**config.mk**
```make
export PLATFORM = sky130hd
export DESIGN_NAME = mp_chain
export DESIGN_NICKNAME = d
export VERILOG_FILES = /design/src/rtl/mp_pkg.sv /design/src/rtl/mp_celem.sv /design/src/rtl/mp_match_dly.sv /design/src/rtl/mp_stage.sv /design/src/rtl/mp_hs4_in.sv /design/src/rtl/mp_hs4_out.sv /design/src/rtl/mp_chain.sv
export SDC_FILE = /design/constraint.sdc
export NUM_CORES = 1
export LEC_CHECK = 0
export ABC_AREA = 0
export ABC_CLOCK_PERIOD_IN_PS = 1500
export BUFFER_PORTS_ARGS = -buffer_cell sky130_fd_sc_hd__clkbuf_2
export CAP_MARGIN = 10
export CORE_MARGIN = 3
export CORE_UTILIZATION = 35
export CTS_CLUSTER_DIAMETER = 60
export DETAILED_ROUTE_END_ITERATION = 16
export REMOVE_ABC_BUFFERS = 1
export SLEW_MARGIN = 20
export SYNTH_ARGS = -nofsm -noshare
export SYNTH_HDL_FRONTEND = slang
export SYNTH_SLANG_ARGS = --single-unit
```
**constraint.sdc**
```tcl
create_clock -name clk_i -period 1.5 [get_ports clk_i]
set_input_delay 0.375 -clock clk_i [delete_from_list [all_inputs] [get_ports clk_i]]
set_output_delay 0.375 -clock clk_i [all_outputs]
set_load 0.02 [all_outputs]
```
**src/rtl/mp_pkg.sv**
```systemverilog
package mp_pkg;
  typedef enum logic {
    HS_TWO_PHASE  = 1'b0,
    HS_FOUR_PHASE = 1'b1
  } hs_mode_e;
endpackage

```
**src/rtl/mp_celem.sv**
```systemverilog
module mp_celem (
  input  logic clk_i,
  input  logic rst_ni,
  input  logic a_i,
  input  logic b_i,
  output logic c_o
);
  always_ff @(posedge clk_i or negedge rst_ni) begin
    if (!rst_ni)             c_o <= 1'b0;
    else if (a_i && b_i)     c_o <= 1'b1;
    else if (!a_i && !b_i)   c_o <= 1'b0;
  end
endmodule

```
**src/rtl/mp_match_dly.sv**
```systemverilog
module mp_match_dly #(
  parameter int unsigned DLY = 1
) (
  input  logic clk_i,
  input  logic rst_ni,
  input  logic d_i,
  output logic q_o
);
  localparam int unsigned DLY_EFF = (DLY < 1) ? 1 : DLY;

  logic [DLY_EFF-1:0] sr_q;

  always_ff @(posedge clk_i or negedge rst_ni) begin
    if (!rst_ni) begin
      sr_q <= '0;
    end else begin
      sr_q[0] <= d_i;
      for (int k = 1; k < int'(DLY_EFF); k++) sr_q[k] <= sr_q[k-1];
    end
  end

  assign q_o = sr_q[DLY_EFF-1];
endmodule

```
**src/rtl/mp_stage.sv**
```systemverilog
module mp_stage #(
  parameter int unsigned DATA_W    = 8,
  parameter int unsigned MATCH_DLY = 1
) (
  input  logic              clk_i,
  input  logic              rst_ni,
  input  logic              req_i,    // upstream toggle
  input  logic              ack_i,    // downstream state toggle
  input  logic [DATA_W-1:0] data_i,
  output logic              state_o,  // req downstream and ack upstream
  output logic [DATA_W-1:0] data_o
);
  logic req_d;
  logic capture;

  mp_match_dly #(.DLY(MATCH_DLY)) u_dly (
    .clk_i  (clk_i),
    .rst_ni (rst_ni),
    .d_i    (req_i),
    .q_o    (req_d)
  );

  mp_celem u_celem (
    .clk_i  (clk_i),
    .rst_ni (rst_ni),
    .a_i    (req_d),
    .b_i    (~ack_i),
    .c_o    (state_o)
  );

  // latch opens on the same condition that flips the C-element
  assign capture = (req_d != state_o) && (req_d != ack_i);

  always_ff @(posedge clk_i or negedge rst_ni) begin
    if (!rst_ni)      data_o <= '0;
    else if (capture) data_o <= data_i;
  end
endmodule

```
**src/rtl/mp_hs4_in.sv**
```systemverilog
module mp_hs4_in (
  input  logic clk_i,
  input  logic rst_ni,
  input  logic req4_i,
  output logic ack4_o,
  output logic tog_o,
  input  logic ack_tog_i
);
  logic tog_q, busy_q, ack_q;

  always_ff @(posedge clk_i or negedge rst_ni) begin
    if (!rst_ni) begin
      tog_q  <= 1'b0;
      busy_q <= 1'b0;
      ack_q  <= 1'b0;
    end else if (!busy_q && req4_i && !ack_q) begin
      tog_q  <= ~tog_q;
      busy_q <= 1'b1;
    end else if (busy_q && (tog_q == ack_tog_i)) begin
      busy_q <= 1'b0;
      ack_q  <= 1'b1;
    end else if (ack_q && !req4_i) begin
      ack_q  <= 1'b0;
    end
  end

  assign tog_o  = tog_q;
  assign ack4_o = ack_q;
endmodule

```
**src/rtl/mp_hs4_out.sv**
```systemverilog
module mp_hs4_out (
  input  logic clk_i,
  input  logic rst_ni,
  input  logic tog_i,
  output logic ack_tog_o,
  output logic req4_o,
  input  logic ack4_i
);
  logic req_q, ack_tog_q;

  always_ff @(posedge clk_i or negedge rst_ni) begin
    if (!rst_ni) begin
      req_q     <= 1'b0;
      ack_tog_q <= 1'b0;
    end else if (!req_q && !ack4_i && (tog_i != ack_tog_q)) begin
      req_q     <= 1'b1;
    end else if (req_q && ack4_i) begin
      req_q     <= 1'b0;
      ack_tog_q <= ~ack_tog_q;
    end
  end

  assign req4_o    = req_q;
  assign ack_tog_o = ack_tog_q;
endmodule

```
**src/rtl/mp_chain.sv**
```systemverilog
module mp_chain #(
  parameter int unsigned      DATA_W    = 8,
  parameter int unsigned      STAGES    = 4,
  parameter int unsigned      MATCH_DLY = 1,
  parameter mp_pkg::hs_mode_e MODE      = mp_pkg::HS_TWO_PHASE
) (
  input  logic              clk_i,
  input  logic              rst_ni,
  input  logic              req_i,
  output logic              ack_o,
  input  logic [DATA_W-1:0] data_i,
  output logic              req_o,
  input  logic              ack_i,
  output logic [DATA_W-1:0] data_o
);
  // tok[0]: input toggle, tok[i+1]: stage i state, tok[STAGES+1]: output ack toggle
  logic [STAGES+1:0] tok;
  logic [DATA_W-1:0] dat [STAGES+1];

  assign dat[0] = data_i;
  assign data_o = dat[STAGES];

  for (genvar i = 0; i < STAGES; i++) begin : g_stage
    mp_stage #(.DATA_W(DATA_W), .MATCH_DLY(MATCH_DLY)) u_stage (
      .clk_i   (clk_i),
      .rst_ni  (rst_ni),
      .req_i   (tok[i]),
      .ack_i   (tok[i+2]),
      .data_i  (dat[i]),
      .state_o (tok[i+1]),
      .data_o  (dat[i+1])
    );
  end

  if (MODE == mp_pkg::HS_FOUR_PHASE) begin : g_four
    mp_hs4_in u_in (
      .clk_i     (clk_i),
      .rst_ni    (rst_ni),
      .req4_i    (req_i),
      .ack4_o    (ack_o),
      .tog_o     (tok[0]),
      .ack_tog_i (tok[1])
    );
    mp_hs4_out u_out (
      .clk_i     (clk_i),
      .rst_ni    (rst_ni),
      .tog_i     (tok[STAGES]),
      .ack_tog_o (tok[STAGES+1]),
      .req4_o    (req_o),
      .ack4_i    (ack_i)
    );
  end else begin : g_two
    assign tok[0]        = req_i;
    assign ack_o         = tok[1];
    assign req_o         = tok[STAGES];
    assign tok[STAGES+1] = ack_i;
  end
endmodule

```
==> metrics <==
sink count of the clock tree 40; maximum frequency from static timing analysis 705 MHz; CP arrival ~1.6 ns; per-cell routed wire length 13.5 microns; CP max FO 8; Clock Path Buffers 2; Antenna Cells 0; Crit. End Element flip-flop; I/O Buffers 21; number of remaining DRC errors 0; Final setup viols 0; cts-stage hold buffer count 0; area of the die 5450 sq um; final worst setup slack between 0.08 and 0.09 ns; Die Span Y 73.9 microns; min-delay worst type in2async; number of CTS-inserted buffers 5; netlist area before placement 1610 sq um; count of pins on the block boundary 22; clock edge transition at the registers on the reported setup and hold paths 0.07 ns; vias 814; TritonCTS clock tree done; critical path type reg2reg; crit-path cells ha_1 -> nor2_4 -> mux2_2; leakage power summed over all cells 0.840 nW; Synth Area per Inst roughly 16 sq um; Fin. Hold Viols 0; count of distinct cell types in the synthesized netlist 7; top cells by area in the synthesized netlist sky130_fd_sc_hd__dfrtp_1 (62%), sky130_fd_sc_hd__mux2_2 (25%), sky130_fd_sc_hd__buf_4 (3.7%); length in cells of the worst reg-to-reg path 3; Placed Instance Area 1760 sq um; total setup buffers inserted after CTS 0; Post-synth top flop sky130_fd_sc_hd__dfrtp_1; max capacitance violation total 0; horizontal die dimension ~74 microns; post-detailed-route count of antenna-violating nets 0; Crit-path slowest cell sky130_fd_sc_hd__dfrtp_1; worst-case headroom to the max-slew limit approximately two thirds; pin count of the biggest net entering global routing between 40 and 50; Post-layout nets 141; post-detailed-routing wire length 2390 microns; cell with the most instances after synthesis sky130_fd_sc_hd__dfrtp_1; buffers plus inverters on the worst setup path 0; initial antenna violation count 0; placement row count 24; share of the synthesized area in the top cell type between 60% and 70%; final weighted congestion of routability-driven global placement 0.634; drt initial violations 40; Post-synth EDFFs 0; cell type with the highest aggregate area in the netlist sky130_fd_sc_hd__dfrtp_1; Area growth syn-to-layout 16.3%; maximum clock skew at final layout 0.00369 ns; synthesized instance count 100; CP top delay family flip-flops; longest individual stage delay on the worst path 0.39 ns; result of the run finished clean; fin area 1870 sq um; path length in cells of the critical path 3; Slew @ Worst Pin about 0.49 ns; global-route wire length before repair 4060 microns; flop and latch count out of synthesis 40; sequential share of the synthesized area 62.1%; via-per-instance ratio 4.60; Std-Cell Core Area 4410 sq um; synth cell count leaders sky130_fd_sc_hd__dfrtp_1 (40), sky130_fd_sc_hd__mux2_2 (36), sky130_fd_sc_hd__buf_4 (8); fraction of layout instances using a drive strength above 1 60.0%; library cell used as clock root buffer sky130_fd_sc_hd__clkbuf_8; post-placement worst setup slack -0.0522 ns; H-tree levels 2; peak supply drop 0.495 mV; yosys synthesis warning count 0; Initial Utilization between 30 and 40%; share of the cycle needed by the critical path after routing 94.6%; sum of overflow across all layers after global routing 0; number of global-route vias before repair 857; detailed-placement wirelength estimate 1760 microns; clock insertion delay at the later pin of the skew report between 0.2 and 0.3 ns; Sum Neg Setup Slack 0 ns; kind of start point of the critical path flip-flop; worst path required time about 1.7 ns; Final Critical Period between 1 and 1.5 ns; global-route usage over all layers around a tenth; unrepaired setup endpoints after global routing false; Final Max Slew Viols 0; fraction of registers with async set or reset after synthesis 100%; length of the first detailed-routing pass in iterations 3; PD cells 2340 nW/um^2
## per-stage QoR
step	utilization (%)	hold WS [ns]	cells	total power, mW
6_report	42.5	0.131	177	4.38
3_3_place_gp	39.9	0.416	170	3.59
2_1_floorplan	-	0.0794	92	3.21
3_5_place_dp	39.9	0.427	170	3.70
5_1_grt	42.5	0.162	177	4.72
4_1_cts	41.6	0.151	177	4.37
## final timing paths
kind	slack [ns]	to	startpoint
max	0.08	g_stage[3].u_stage.data_o[4]	g_stage[3].u_stage.u_dly.q_o
min	0.13	g_stage[3].u_stage.data_o[5]	rst_ni
max reg2reg	0.08	g_stage[3].u_stage.data_o[4]	g_stage[3].u_stage.u_dly.q_o
min reg2reg	0.44	g_stage[1].u_stage.u_dly.q_o	g_stage[0].u_stage.u_celem.c_o
max in group asynchronous	1.03	g_stage[1].u_stage.data_o[4]	rst_ni
min in group clk_i	0.19	g_stage[0].u_stage.u_dly.q_o	req_i
## cell type report
| cell class | instances | area, sq um |
|---|---|---|
| Multi-Input combinational cell | 48 | 573 |
| Clock buffer | 6 | 72.6 |
| Timing Repair Buffer | 26 | 143 |
| Sequential cell | 40 | 1000 |
| Tap cell | 52 | 65.1 |
| Inverter | 4 | 15.0 |
| Fill cell | 410 | 2540 |
| Clock inverter | 1 | 5.00 |
## report_power, final
part           internal, mW  switching [mW]
registers              1.62           0.289
clock network         0.316           0.336
logic                  1.04           0.772
## repair_timing
item / 4_1_cts / 5_1_grt
endpoints found under the hold margin: 0 / 0
resized for setup: 0 / 3
pin swaps: 1 / 4
setup endpoints to repair: 8 / 25
## layout by cell type (no fill, tap or decap), types with 3 or more instances in the layout
master / count
sky130_fd_sc_hd__inv_1: 4
sky130_fd_sc_hd__clkbuf_8: 5
sky130_fd_sc_hd__dfrtp_1: 40
sky130_fd_sc_hd__mux2_2: 36
sky130_fd_sc_hd__clkbuf_2: 21
sky130_fd_sc_hd__nor2_4: 4
sky130_fd_sc_hd__buf_4: 5
sky130_fd_sc_hd__ha_4: 3
sky130_fd_sc_hd__xnor2_1: 4
## kinds of logic (layout without fill, tap and decap cells)
| kind of cell | Yosys count | count (layout) | synth area share [%] |
|---|---|---|---|
| AND/OR/NAND/NOR | 4 | 4 | 2.79 |
| adder cells (fa/ha/maj) | 4 | 4 | 3.11 |
| multiplexers | 36 | 36 | 25.2 |
| buffers and inverters | 12 | 37 | 4.66 |
| flip-flops | 40 | 40 | 62.1 |
| XOR/XNOR | 4 | 4 | 2.17 |
## metal layers
metal | wire, microns | global-route usage [%] | up-vias
met2 | 1180 | 15.5 | 18
li1 | - | - | 384
met1 | 1050 | 12.5 | 407
met3 | 92 | 3.83 | 5
met5 | 0 | 0 | -
met4 | 59 | 5.43 | 0
## worst reg2reg max path, stage by stage, from the launching register on
cell and delay (ns):
sky130_fd_sc_hd__dfrtp_1 0.39, sky130_fd_sc_hd__ha_1 0.32, sky130_fd_sc_hd__nor2_4 0.21, sky130_fd_sc_hd__mux2_2 0.37
## flip-flops by register name, indices dropped and copies added (netlist names)
| register | cells |
|---|---|
| g_stage.u_stage.u_celem.c_o | 4 |
| g_stage.u_stage.u_dly.q_o | 4 |
| g_stage.u_stage.data_o | 32 |
(Power assumes the default switching activity.)
